### config.mk
export PLATFORM = sky130hd
export DESIGN_NAME = tmr16_prescaled
export DESIGN_NICKNAME = d
export VERILOG_FILES = /design/src/rtl/tmr16_pkg.sv /design/src/rtl/tmr16_tick_src.sv /design/src/rtl/tmr16_prescale.sv /design/src/rtl/tmr16_prescaled.sv
export SDC_FILE = /design/constraint.sdc
export NUM_CORES = 1
export LEC_CHECK = 0
export ABC_AREA = 1
export CORE_AREA = 2 2 86 88
export CTS_CLUSTER_SIZE = 12
export DETAILED_ROUTE_END_ITERATION = 6
export DIE_AREA = 0 0 88 90
export HOLD_SLACK_MARGIN = 0.08
export PLACE_DENSITY = 0.61
export RECOVER_POWER = 50
export SLEW_MARGIN = 30
export SYNTH_ARGS = -nofsm -noshare
export SYNTH_HDL_FRONTEND = slang
export SYNTH_SLANG_ARGS = --single-unit
### constraint.sdc
create_clock -name clk -period 1.7 [get_ports clk]
set_clock_uncertainty 0.2 [all_clocks]
set_input_delay 0.34 -clock clk [delete_from_list [all_inputs] [get_ports clk]]
set_output_delay 0.34 -clock clk [all_outputs]
set_load 0.01 [all_outputs]
### src/rtl/tmr16_pkg.sv
`timescale 1ns/1ps
package tmr16_pkg;
    localparam int PS_W   = 2;
    localparam int ADDR_W = 2;

    typedef enum logic [ADDR_W-1:0] {
        SEL_CTRL = 2'd0,
        SEL_LO   = 2'd1,
        SEL_HBUF = 2'd2,
        SEL_NONE = 2'd3
    } reg_sel_e;

    // Packed so that run is bit 0 and the divide code is bits 4:3
    typedef struct packed {
        logic [PS_W-1:0] div_code;
        logic            bypass_sync;
        logic            ext_src;
        logic            run;
    } ctrl_t;

    localparam int CTRL_W = $bits(ctrl_t);
endpackage

### src/rtl/tmr16_tick_src.sv
`timescale 1ns/1ps
module tmr16_tick_src #(
    parameter int INT_DIV     = 4,
    parameter int SYNC_STAGES = 2
) (
    input  logic clk,
    input  logic rst_n,
    input  logic ext_i,
    input  logic ext_sel_i,
    input  logic bypass_i,
    output logic tick_o
);
    localparam int DIV_W = (INT_DIV > 1) ? $clog2(INT_DIV) : 1;
    localparam int SH_W  = SYNC_STAGES + 1;
    localparam logic [DIV_W-1:0] DIV_LAST = DIV_W'(INT_DIV - 1);

    typedef struct packed {
        logic [DIV_W-1:0] div;
        logic [SH_W-1:0]  sh;
    } src_st_t;

    src_st_t st_d, st_q;
    logic    int_tick;
    logic    edge_sync;
    logic    edge_fast;

    always_comb begin
        st_d     = st_q;
        st_d.sh  = {st_q.sh[SH_W-2:0], ext_i};
        st_d.div = (st_q.div == DIV_LAST) ? '0 : st_q.div + 1'b1;
    end

    always_ff @(posedge clk or negedge rst_n) begin
        if (!rst_n) begin
            st_q <= '0;
        end else begin
            st_q <= st_d;
        end
    end

    generate
        if (INT_DIV == 1) begin : g_no_div
            assign int_tick = 1'b1;
        end else begin : g_div
            assign int_tick = (st_q.div == DIV_LAST);
        end
    endgenerate

    // sh[0] is the newest sample; the synchronized edge looks deeper
    assign edge_sync = st_q.sh[SYNC_STAGES-1] & ~st_q.sh[SYNC_STAGES];
    assign edge_fast = st_q.sh[0] & ~st_q.sh[1];

    always_comb begin
        if (!ext_sel_i) begin
            tick_o = int_tick;
        end else if (bypass_i) begin
            tick_o = edge_fast;
        end else begin
            tick_o = edge_sync;
        end
    end
endmodule

### src/rtl/tmr16_prescale.sv
`timescale 1ns/1ps
module tmr16_prescale #(
    parameter int PS_W = 2
) (
    input  logic            clk,
    input  logic            rst_n,
    input  logic            tick_i,
    input  logic            run_i,
    input  logic            clr_i,
    input  logic [PS_W-1:0] sel_i,
    output logic            inc_o
);
    localparam int MAX_SHIFT = (1 << PS_W) - 1;
    localparam int PRE_W     = (MAX_SHIFT > 0) ? MAX_SHIFT : 1;

    logic [PRE_W-1:0] pre_d, pre_q;
    logic [PRE_W-1:0] limit;

    always_comb begin
        limit = PRE_W'((1 << sel_i) - 1);
        pre_d = pre_q;
        inc_o = 1'b0;
        if (clr_i) begin
            pre_d = '0;
        end else if (run_i && tick_i) begin
            // >= covers a divide code lowered mid-count
            if (pre_q >= limit) begin
                pre_d = '0;
                inc_o = 1'b1;
            end else begin
                pre_d = pre_q + 1'b1;
            end
        end
    end

    always_ff @(posedge clk or negedge rst_n) begin
        if (!rst_n) begin
            pre_q <= '0;
        end else begin
            pre_q <= pre_d;
        end
    end
endmodule

### src/rtl/tmr16_prescaled.sv
`timescale 1ns/1ps
module tmr16_prescaled
    import tmr16_pkg::*;
#(
    parameter int CNT_W       = 16,
    parameter int INT_DIV     = 4,
    parameter int SYNC_STAGES = 2
) (
    input  logic              clk,
    input  logic              rst_n,
    input  logic              ext_clk_i,
    input  logic              trig_clr_i,
    input  logic              bus_wr_i,
    input  logic              bus_rd_i,
    input  logic [ADDR_W-1:0] bus_addr_i,
    input  logic [7:0]        bus_wdata_i,
    output logic [7:0]        bus_rdata_o,
    output logic              ovf_flag_o
);
    localparam int BUS_W = CNT_W / 2;
    localparam int PAD_W = BUS_W - CTRL_W - 1;
    localparam int FLAG_BIT = BUS_W - 1;

    typedef struct packed {
        ctrl_t              ctrl;
        logic               ovf;
        logic [CNT_W-1:0]   cnt;
        logic [BUS_W-1:0]   hbuf;
    } tmr_st_t;

    tmr_st_t st_d, st_q;

    logic wr_ctrl, wr_lo, wr_hbuf, rd_lo;
    logic tick, inc, roll;
    logic [CNT_W:0] cnt_sum;

    // Observation points for the bound checker
    logic [CNT_W-1:0] cnt_now;
    logic [BUS_W-1:0] hbuf_now;
    logic             run_now;

    assign wr_ctrl = bus_wr_i && (bus_addr_i == SEL_CTRL);
    assign wr_lo   = bus_wr_i && (bus_addr_i == SEL_LO);
    assign wr_hbuf = bus_wr_i && (bus_addr_i == SEL_HBUF);
    assign rd_lo   = bus_rd_i && (bus_addr_i == SEL_LO);

    tmr16_tick_src #(
        .INT_DIV     (INT_DIV),
        .SYNC_STAGES (SYNC_STAGES)
    ) u_src (
        .clk       (clk),
        .rst_n     (rst_n),
        .ext_i     (ext_clk_i),
        .ext_sel_i (st_q.ctrl.ext_src),
        .bypass_i  (st_q.ctrl.bypass_sync),
        .tick_o    (tick)
    );

    tmr16_prescale #(
        .PS_W (PS_W)
    ) u_pre (
        .clk    (clk),
        .rst_n  (rst_n),
        .tick_i (tick),
        .run_i  (st_q.ctrl.run),
        .clr_i  (wr_lo),
        .sel_i  (st_q.ctrl.div_code),
        .inc_o  (inc)
    );

    assign cnt_sum = {1'b0, st_q.cnt} + 1'b1;

    always_comb begin
        st_d = st_q;
        roll = 1'b0;

        if (wr_ctrl) begin
            st_d.ctrl = ctrl_t'(bus_wdata_i[CTRL_W-1:0]);
        end

        // Clear pulse, then load, then increment
        if (trig_clr_i) begin
            st_d.cnt = '0;
        end else if (wr_lo) begin
            st_d.cnt = {st_q.hbuf, bus_wdata_i};
        end else if (inc) begin
            st_d.cnt = cnt_sum[CNT_W-1:0];
            roll     = cnt_sum[CNT_W];
        end

        if (roll) begin
            st_d.ovf = 1'b1;
        end else if (wr_ctrl && !bus_wdata_i[FLAG_BIT]) begin
            st_d.ovf = 1'b0;
        end

        if (wr_hbuf) begin
            st_d.hbuf = bus_wdata_i;
        end else if (rd_lo) begin
            st_d.hbuf = st_q.cnt[CNT_W-1:BUS_W];
        end
    end

    always_ff @(posedge clk or negedge rst_n) begin
        if (!rst_n) begin
            st_q <= '0;
        end else begin
            st_q <= st_d;
        end
    end

    always_comb begin
        case (bus_addr_i)
            SEL_CTRL: bus_rdata_o = {st_q.ovf, {PAD_W{1'b0}}, st_q.ctrl};
            SEL_LO:   bus_rdata_o = st_q.cnt[BUS_W-1:0];
            SEL_HBUF: bus_rdata_o = st_q.hbuf;
            default:  bus_rdata_o = '0;
        endcase
    end

    assign ovf_flag_o = st_q.ovf;
    assign cnt_now    = st_q.cnt;
    assign hbuf_now   = st_q.hbuf;
    assign run_now    = st_q.ctrl.run;
endmodule

==> impl_metrics.py, run 1 <==
metrics = {
    "floorplan": {
        "die_y_um": 90,
        "start_util": 0.338,
        "pin_count": 25,
        "rows": 31,
        "dieArea_um2": 7920,
        "coreArea_um2": 7020,
        "die_w_um": 88,
    },
    "sta": {
        "fin_crit_sh": 1.19,
        "holdWs_ns": 0.186,
        "setup_viol": 26,
        "min_period_ns": 2.03,
        "slew_violations": 0,
        "slew-limit-headroom": 0.721,
        "tightest_slew_ns": 0.418,
        "fmaxAchievable_ghz": 0.493,
        "rsz0062_at_grt": "yes",
        "setup_slack_ns": -0.327,
        "finalHoldViolations": 0,
    },
    "place": {
        "gp_congestion": 0.886,
        "hpwl_mm": 5.44,
        "portBuffers": 24,
    },
    "flow_run": {
        "cap_violations": 0,
    },
    "min_path": {
        "min_to": "u_src.st_d[2]",
        "hold_path.class": "reg2reg",
        "min_path_cells": 0,
        "worstHoldStart": "u_src.st_d[1]",
    },
    "cts": {
        "cts-root-buf": "clkbuf_8",
        "clock_latency_ns": 0.29,
        "tritoncts": "built",
        "path_clk_slew_ns": 0.08,
        "cts_sinks": 38,
        "htree_levels": 2,
        "numCtsBuffers": 5,
        "clk_path_buf_depth": 2,
    },
    "synthesis": {
        "synth_edf_count": 0,
        "avgSynthCellArea_um2": 7.67,
        "synth.distinct_cells": 35,
        "syn_nets": 331,
        "ys_warn_count": 0,
        "synth_ff_type": "dfrtp_1",
        "seq_area_frac_synth": 0.401,
        "ys_async_sr_fraction": 1.00,
        "ys_ff_latch": 38,
        "synthCells": 309,
        "synth_area_um2": 2370,
    },
    "power": {
        "vdd_drop_max_mv": 0.479,
        "p_leak_uw": 0.00162,
        "total_power_uw": 3040,
        "power_density_nw_per_um2": 866,
    },
    "global_route": {
        "grt_pass1_wl_mm": 11.9,
        "grt-ovfl-total": 0,
        "grt_start_max_net_pins": 24,
        "grt_pass1_vias": 2413,
        "grt.total_usage": 0.195,
        "antenna_found_initial": 0,
    },
    "detailed_routing": {
        "wl_per_cell_um": 14.8,
        "wirelength_mm": 7.37,
        "vias": 2480,
        "detail-route-antenna-nets": 0,
        "drt_first_pass_iters": 4,
        "drtIter0Drc": 121,
        "drcViolationCount": 0,
        "routed_via_density": 4.97,
    },
    "outcome": {
        "failed_checks": "setup timing",
        "outcome": "finished with violations",
    },
    "cells_and_area": {
        "fin_util": 0.500,
        "nets": 423,
        "fillers": 664,
        "drive_gt1_frac": 0.333,
        "antenna_cells": 0,
        "syn_to_final_growth_pct": 48.0,
    },
    "setup_path": {
        "criticalPathCategory": "reg2reg",
        "critical_path_required_ns": 1.68,
        "crit_path_max_fanout": 8,
        "reg2reg_to": "cnt_now[8]",
        "cp-start-kind": "flip-flop",
        "r2r_cells": 9,
        "r2r_start": "st_q[28]",
        "critPathArrivalTime_ns": 2.01,
        "worstSetupEndpointType": "flip-flop",
        "r2r_slack_ns": -0.33,
    },
}
==> critical path: stages, from the launching register on <==
cell and delay, ns:
dfrtp_2 0.45, or2_4 0.25, ha_4 0.27, nand3_4 0.06, nand3_4 0.09, nand3_4 0.11, nand2_4 0.13, clkinvlp_4 0.19
nand2_1 0.10, o21ai_1 0.06
==> flip-flops by register name, summed over array words and instances, names as in the netlist <==
register and count:
hbuf_now 8, run_now 1, u_src.st_q 3, u_pre.pre_q 3, u_src.st_d 2, ovf_flag_o 1
cnt_now 16, st_q 4
==> cell type report <==
type	instances	area, um2	area share
Timing Repair Buffer	90	769	0.219
Multi-Input combinational cell	230	1430	0.408
Clock buffer	6	82.6	0.0235
Sequential cell	38	952	0.271
Tap cell	99	124	0.0353
Inverter	36	148	0.0421
==> per-stage QoR <==
stage / setup TNS (ns) / setup slack [ns] / instance area, um2 / cells
2_1_floorplan: -0.667 / -0.0739 / 2410 / 309
3_3_place_gp: -17.97 / -0.846 / 3190 / 483
3_5_place_dp: -19.08 / -0.883 / 3190 / 483
4_1_cts: -4.91 / -0.317 / 3390 / 496
5_1_grt: -7.26 / -0.421 / 3510 / 499
6_report: -5.41 / -0.327 / 3510 / 499
==> synthesized netlist by cell type, types with 2 or more instances <==
master,number,area [um2]
o21ai_1,6,30.0
nor2_2,2,12.5
a31oi_1,2,12.5
a21oi_1,6,30.0
o221ai_1,6,52.6
or2_2,2,12.5
buf_6,3,33.8
nand2_2,2,12.5
o22ai_1,13,81.3
nand2_1,84,315
o21ai_0,17,85.1
o21ai_2,2,17.5
o22ai_2,2,25.0
nand4_1,3,18.8
nand2_4,2,22.5
nand3b_1,2,15.0
ha_1,6,75.1
nor2_1,35,131
inv_1,32,120
o21bai_1,2,15.0
mux2_2,2,22.5
nand3_1,26,130
inv_2,3,11.3
dfrtp_1,38,951
==> cells by family after synthesis <==
| family | count (synthesis) | synth area share |
|---|---|---|
| buffers and inverters | 41 | 0.0840 |
| XOR/XNOR | 1 | 0.00370 |
| AND/OR/NAND/NOR | 162 | 0.309 |
| AO/OA/AOI/OAI | 59 | 0.161 |
| adder cells (fa/ha/maj) | 6 | 0.0317 |
| flip-flops | 38 | 0.401 |
| multiplexers | 2 | 0.00950 |
==> routing by layer <==
| metal | up-vias | track usage | part of all wire |
|---|---|---|---|
| met5 | - | 0 | 0 |
| met4 | 0 | 0.0846 | 0.037 |
| met3 | 20 | 0.0312 | 0.038 |
| met2 | 63 | 0.305 | 0.49 |
| met1 | 1185 | 0.265 | 0.43 |
| li1 | 1212 | - | - |
==> cell usage in the layout (no fill, tap or decap), types with 2 or more instances in the layout <==
cell and n:
a21oi_2 2, nand2_4 2, a31oi_1 2, o21ai_1 9, o221ai_2 5, nand3_1 22, inv_2 3, nand4_1 3
o21ai_2 2, mux2_2 2, nand3b_1 2, buf_4 55, buf_2 8, nand2_1 83, nand3_2 2, dfrtp_1 37
nor2_4 2, o21ai_0 14, dlygate4sd3_1 2, inv_4 2, nand2_8 3, ha_4 2, nor2_1 33, buf_6 6
nor2_2 3, a21oi_4 2, clkinvlp_4 2, nand3_4 3, clkbuf_8 6, o22ai_2 8, a21oi_1 4, buf_12 4
ha_1 4, o21bai_1 2, inv_1 29, clkdlybuf4s50_1 10, o22ai_1 7
==> power breakdown <==
group          internal, uW  total [uW]  switching, uW
sequential             1020        1120           91.7
combinational           634        1280            649
clock                   314         640            327
==> what timing repair did <==
item | CTS | global route
setup buffers | 7 | 3
setup endpoints to repair | 34 | 36
hold buffers | 1 | 0
gates resized for setup | 68 | 19
pin swaps | 13 | 10
endpoints found under the hold margin | 15 | 0
==> how the worst max path moves through the flow <==
| stage | startpoint | endpoint | slack [ns] | depth (start not counted) |
|---|---|---|---|---|
| after CTS | st_q[28] | cnt_now[8] | -0.32 | 9 |
| final | st_q[28] | cnt_now[8] | -0.33 | 9 |
| after global routing | st_q[28] | cnt_now[14] | -0.42 | 9 |
| after global placement | bus_addr_i[1] | bus_rdata_o[7] | -0.85 | 7 |
| after floorplan | st_q[28] | cnt_now[14] | -0.07 | 9 |
| after detailed placement | bus_addr_i[1] | bus_rdata_o[6] | -0.88 | 6 |
No activity file was read; power rests on OpenSTA's default activity.
==> inputs of run 2 (changes only) <==
--- a/config.mk
+++ b/config.mk
@@ -10,6 +10,7 @@
 export CTS_CLUSTER_SIZE = 12
 export DETAILED_ROUTE_END_ITERATION = 6
 export DIE_AREA = 0 0 88 90
+export GPL_TIMING_DRIVEN = 0
 export HOLD_SLACK_MARGIN = 0.08
 export PLACE_DENSITY = 0.61
 export RECOVER_POWER = 50
==> impl_metrics.py, run 2 (synthesized netlist as in run 1, its figures left out) <==
metrics = {
    "detailed_routing": {
        "drtIter0Drc": 191,
        "detail-route-antenna-nets": 0,
        "drcViolationCount": 0,
        "wl_per_cell_um": 15.7,
        "vias": 2330,
        "routed_via_density": 5.10,
        "drt_first_pass_iters": 4,
        "wirelength_mm": 7.17,
    },
    "cells_and_area": {
        "final_cell_mix": "nand2_1 (81), dfrtp_1 (38), nor2_1 (34)",
        "final_cell_area_um2": 3230,
        "syn_to_final_growth_pct": 36.4,
        "nets": 379,
        "antenna_cells": 0,
        "final_common_cell": "nand2_1",
        "drive_gt1_frac": 0.265,
        "largest_reg_flops": 16,
        "layout.cells.non_filler": 457,
    },
    "sta": {
        "setup_viol": 26,
        "fin_crit_sh": 1.20,
        "slew_violations": 0,
        "setup_slack_ns": -0.333,
        "fmaxAchievable_ghz": 0.492,
        "finalHoldViolations": 0,
        "rsz0062_at_grt": "yes",
        "min_period_ns": 2.03,
        "tightest_slew_ns": 0.521,
        "slew-limit-headroom": 0.653,
    },
    "power": {
        "p_sw_frac": 0.326,
        "power_density_nw_per_um2": 959,
        "comb_power_share": 0.317,
        "vdd_drop_max_mv": 0.615,
        "power.share.clock": 0.315,
        "p_switching_uw": 1010,
        "p_leak_uw": 0.00145,
        "internal_power_uw": 2090,
        "pwr-share-seq": 0.368,
    },
    "setup_path": {
        "crit_path_max_fanout": 8,
        "r2r_slack_ns": -0.33,
        "reg2reg_to": "cnt_now[8]",
        "r2r_start": "st_q[28]",
        "worstSetupEndpointType": "flip-flop",
        "cp-start-kind": "flip-flop",
        "critical_path_required_ns": 1.68,
        "critPathArrivalTime_ns": 2.02,
        "criticalPathCategory": "reg2reg",
        "r2r_cells": 9,
    },
    "cts": {
        "path_clk_slew_ns": 0.08,
        "tritoncts": "built",
        "clk_path_buf_depth": 2,
        "htree_levels": 2,
        "clock_latency_ns": 0.30,
        "cts_sinks": 38,
        "cts-root-buf": "clkbuf_8",
        "numCtsBuffers": 5,
    },
    "global_route": {
        "antenna_found_initial": 0,
        "top_usage_layer": "met2",
        "grt_start_max_net_pins": 21,
        "gr-usage-met2": 0.297,
        "grt.total_usage": 0.186,
        "grt_pass1_wl_mm": 11.3,
        "grt-ovfl-total": 0,
        "use_met1": 0.248,
        "grt_pass1_vias": 2304,
        "gr-usage-met3": 0.0349,
    },
    "place": {
        "dpl_cell_area_um2": 2790,
        "post-place-ws_ns": -1.03,
        "portBuffers": 24,
        "hpwl_mm": 5.09,
        "dp_cells": 433,
        "gp_congestion": 0.906,
    },
    "floorplan": {
        "coreArea_um2": 7020,
        "dieArea_um2": 7920,
        "die_w_um": 88,
        "pin_count": 25,
        "die_y_um": 90,
        "start_util": 0.338,
        "rows": 31,
    },
    "flow_run": {
        "cap_violations": 0,
    },
    "outcome": {
        "outcome": "finished with violations",
        "failed_checks": "setup timing",
    },
    "min_path": {
        "worstHoldStart": "u_src.st_d[1]",
        "hold_path.class": "reg2reg",
        "min_to": "u_src.st_d[2]",
        "min_path_cells": 0,
    },
}
run 2: changes by cell type in the layout (fill, tap and decap cells not counted), sizes merged:
| cell | previous run | this run |
|---|---|---|
| buf | 74 | 29 |
| bufinv | 0 | 2 |
| clkbuf | 8 | 9 |
| dlygate4sd2 | 1 | 2 |
| dlymetal6s2s | 1 | 0 |
run 2: power by group through the flow:
| stage | Sequential [uW] | Combinational, uW | Clock (uW) |
|---|---|---|---|
| floorplan | 1110 | 522 | 0 |
| global placement | 1150 | 734 | 0 |
| detailed placement | 1150 | 761 | 0 |
| CTS | 1140 | 895 | 985 |
| global route | 1150 | 1090 | 1040 |
| finish | 1140 | 984 | 976 |
run 2: per-layer routing:
metal  wire (um)  up-vias
li1            -     1122
met1        3100     1127
met2        3530       64
met3         378       17
met4         156        0
met5           0        -
run 2: critical path, cell delays in order (launching register included):
cell and delay, ns:
dfrtp_1 0.42, or2_4 0.27, ha_4 0.26, nand3_2 0.05
nand3_2 0.09, nand3_4 0.11, nand2_4 0.12, clkinvlp_4 0.20
nand2_1 0.11, o21ai_1 0.06
run 2: worst max path at each step:
stage / depth (start not counted) / slack, ns / to / start
2_1_floorplan: 9 / -0.07 / cnt_now[14] / st_q[28]
3_3_place_gp: 5 / -1.03 / bus_rdata_o[3] / bus_addr_i[1]
3_5_place_dp: 5 / -1.03 / bus_rdata_o[3] / bus_addr_i[1]
4_1_cts: 8 / -0.28 / cnt_now[9] / st_q[28]
5_1_grt: 9 / -0.43 / cnt_now[14] / st_q[28]
6_report: 9 / -0.33 / cnt_now[8] / st_q[28]
run 2: repair_timing:
| item | CTS | global route |
|---|---|---|
| cloned | 0 | 0 |
| pin swaps | 6 | 8 |
| endpoints found under the setup margin | 40 | 28 |
| setup buffers | 9 | 6 |
| hold endpoints to repair | 19 | 0 |
| hold buffers | 1 | 0 |
| gates resized for setup | 72 | 24 |
run 2: final cells by class:
class | count | area (um2)
Multi-Input combinational cell | 230 | 1450
Fill cell | 695 | 3790
Inverter | 36 | 150
Buffer | 5 | 61.3
Timing Repair Buffer | 41 | 357
Tap cell | 99 | 124
Sequential cell | 38 | 951
Clock inverter | 2 | 60.1
Clock buffer | 6 | 82.6
run 2: per-stage QoR:
stage	hold slack (ns)	setup TNS, ns	utilization	power [uW]
4_1_cts	0.201	-4.37	0.440	3020
2_1_floorplan	-0.156	-0.667	-	1640
5_1_grt	0.212	-7.36	0.461	3270
3_3_place_gp	0.168	-55.86	0.395	1880
6_report	0.196	-5.51	0.461	3100
3_5_place_dp	0.146	-19.83	0.398	1910
==> inputs of run 3 (changes only) <==
--- a/config.mk
+++ b/config.mk
@@ -12,9 +12,8 @@
 export DIE_AREA = 0 0 88 90
 export GPL_TIMING_DRIVEN = 0
 export HOLD_SLACK_MARGIN = 0.08
-export PLACE_DENSITY = 0.61
+export PLACE_DENSITY = 0.59
 export RECOVER_POWER = 50
-export SLEW_MARGIN = 30
 export SYNTH_ARGS = -nofsm -noshare
 export SYNTH_HDL_FRONTEND = slang
 export SYNTH_SLANG_ARGS = --single-unit
==> constraint.sdc (replaced) <==
create_clock -name clk -period 2.2 [get_ports clk]
set_clock_uncertainty 0.2 [all_clocks]
set_input_delay 0.44 -clock clk [delete_from_list [all_inputs] [get_ports clk]]
set_output_delay 0.44 -clock clk [all_outputs]
set_load 0.01 [all_outputs]
==> impl_metrics.py, run 3 (synthesized netlist as in run 1, its figures left out) <==
metrics = {
    "outcome": {
        "outcome": "complete, no violations",
    },
    "floorplan": {
        "pin_count": 25,
        "coreArea_um2": 7020,
        "start_util": 0.338,
        "die_w_um": 88,
        "dieArea_um2": 7920,
        "rows": 31,
        "die_y_um": 90,
    },
    "min_path": {
        "hold_path.class": "reg2reg",
        "min_path_cells": 0,
    },
    "detailed_routing": {
        "vias": 2308,
        "routed_via_density": 5.15,
        "drtIter0Drc": 204,
        "wl_per_cell_um": 14.9,
        "drt_first_pass_iters": 5,
        "wirelength_mm": 6.69,
        "detail-route-antenna-nets": 0,
        "drcViolationCount": 0,
    },
    "setup_path": {
        "cp-start-kind": "input pin",
        "worstSetupEndpointType": "output pin",
        "slowest_stage": "clkdlybuf4s15_1",
        "path_depth": 7,
        "criticalPathCategory": "in2out",
        "path_cells": "clkdlybuf4s15_1 > inv_2 > nor2_4 > clkinvlp_4 > buf_4 > o221ai_1 > buf_2",
        "cp_slowest_stage_delay_ns": 0.21,
        "critPathBufInv": 5,
        "critical_path_required_ns": 1.56,
        "r2r_cells": 9,
        "critPathArrivalTime_ns": 1.46,
        "crit_path_max_fanout": 4,
        "critPathTopFamily": "buffers and inverters",
    },
    "power": {
        "internal_power_uw": 1480,
        "p_leak_uw": 0.00134,
        "p_sw_frac": 0.322,
        "comb_power_share": 0.263,
        "pwr-share-seq": 0.399,
        "power.share.clock": 0.338,
        "vdd_drop_max_mv": 0.338,
        "p_switching_uw": 702,
        "power_density_nw_per_um2": 738,
    },
    "sta": {
        "slew-limit-headroom": 0.221,
        "finalHoldViolations": 0,
        "min_period_ns": 2.10,
        "fmaxAchievable_ghz": 0.476,
        "fin_crit_sh": 0.956,
        "setup_viol": 0,
        "tightest_slew_ns": 1.17,
        "slew_violations": 0,
    },
    "cts": {
        "htree_levels": 2,
        "clk_path_buf_depth": 2,
        "path_clk_slew_ns": 0.09,
        "numCtsBuffers": 5,
        "clock_latency_ns": 0.30,
        "cts_sinks": 38,
        "tritoncts": "built",
        "cts-root-buf": "clkbuf_8",
    },
    "cells_and_area": {
        "layout.cells.non_filler": 448,
        "largest_reg_flops": 16,
        "antenna_cells": 0,
        "fin_util": 0.421,
        "final_cell_mix": "nand2_1 (85), dfrtp_1 (38), nor2_1 (35)",
        "final_common_cell": "nand2_1",
        "nets": 370,
        "drive_gt1_frac": 0.172,
        "fillers": 733,
        "syn_to_final_growth_pct": 24.8,
    },
    "place": {
        "portBuffers": 24,
        "hpwl_mm": 5.01,
        "gp_congestion": 0.924,
        "dp_cells": 433,
    },
    "global_route": {
        "grt.total_usage": 0.174,
        "grt-ovfl-total": 0,
        "grt_pass1_vias": 2184,
        "antenna_found_initial": 0,
        "grt_pass1_wl_mm": 10.8,
        "grt_start_max_net_pins": 23,
    },
    "flow_run": {
        "cap_violations": 0,
    },
}
## run 3: repair_timing
action	in CTS	in global routing
pin swaps	1	1
hold buffers	1	0
hold endpoints to repair	16	0
endpoints found under the setup margin	8	15
buffers inserted	5	1
resized for setup	38	9
## run 3: area by class of cell
class | instances | area (um2) | share of cell area
clock buffer | 5 | 68.8 | 0.0233
multi-input combinational | 230 | 1270 | 0.428
tap | 99 | 124 | 0.0419
sequential | 38 | 951 | 0.322
timing repair buffer | 32 | 272 | 0.0918
buffer | 5 | 61.3 | 0.0207
clock inverter | 3 | 68.8 | 0.0233
inverter | 36 | 145 | 0.0491
## run 3: power by group through the flow
stage               sequential [uW]  clock [uW]  combinational, uW
floorplan                       861           0                362
global placement                881           0                522
detailed placement              882           0                544
CTS                             869         746                544
global route                    883         780                640
finish                          869         738                574
## run 3: stage by stage
step	area [um2]	worst slack, ns	TNS [ns]	power [uW]	hold slack [ns]
after floorplan	2370	0.328	0	1220	-0.0556
after global placement	2730	-0.635	-25.61	1400	0.163
after detailed placement	2760	-0.644	-4.69	1430	0.169
after CTS	2920	0.0358	0	2160	0.190
after global routing	2960	-0.00172	-0.00172	2300	0.203
final	2960	0.0976	0	2180	0.190
## run 3: worst paths after layout
check	startpoint	to	slack, ns
setup / recovery	bus_addr_i[0]	bus_rdata_o[7]	0.1
hold / removal	u_src.st_d[1]	u_src.st_d[2]	0.19
setup reg to reg	st_q[29]	cnt_now[14]	0.1
hold reg to reg	u_src.st_d[1]	u_src.st_d[2]	0.19
max in group asynchronous	rst_n	cnt_now[5]	0.41
min in group asynchronous	rst_n	u_src.st_d[1]	0.68
## run 3: layer usage
metal	GRT usage	share of wire
met1	0.250	0.46
met2	0.261	0.47
met3	0.0331	0.061
met4	0.0590	0.010
met5	0	0
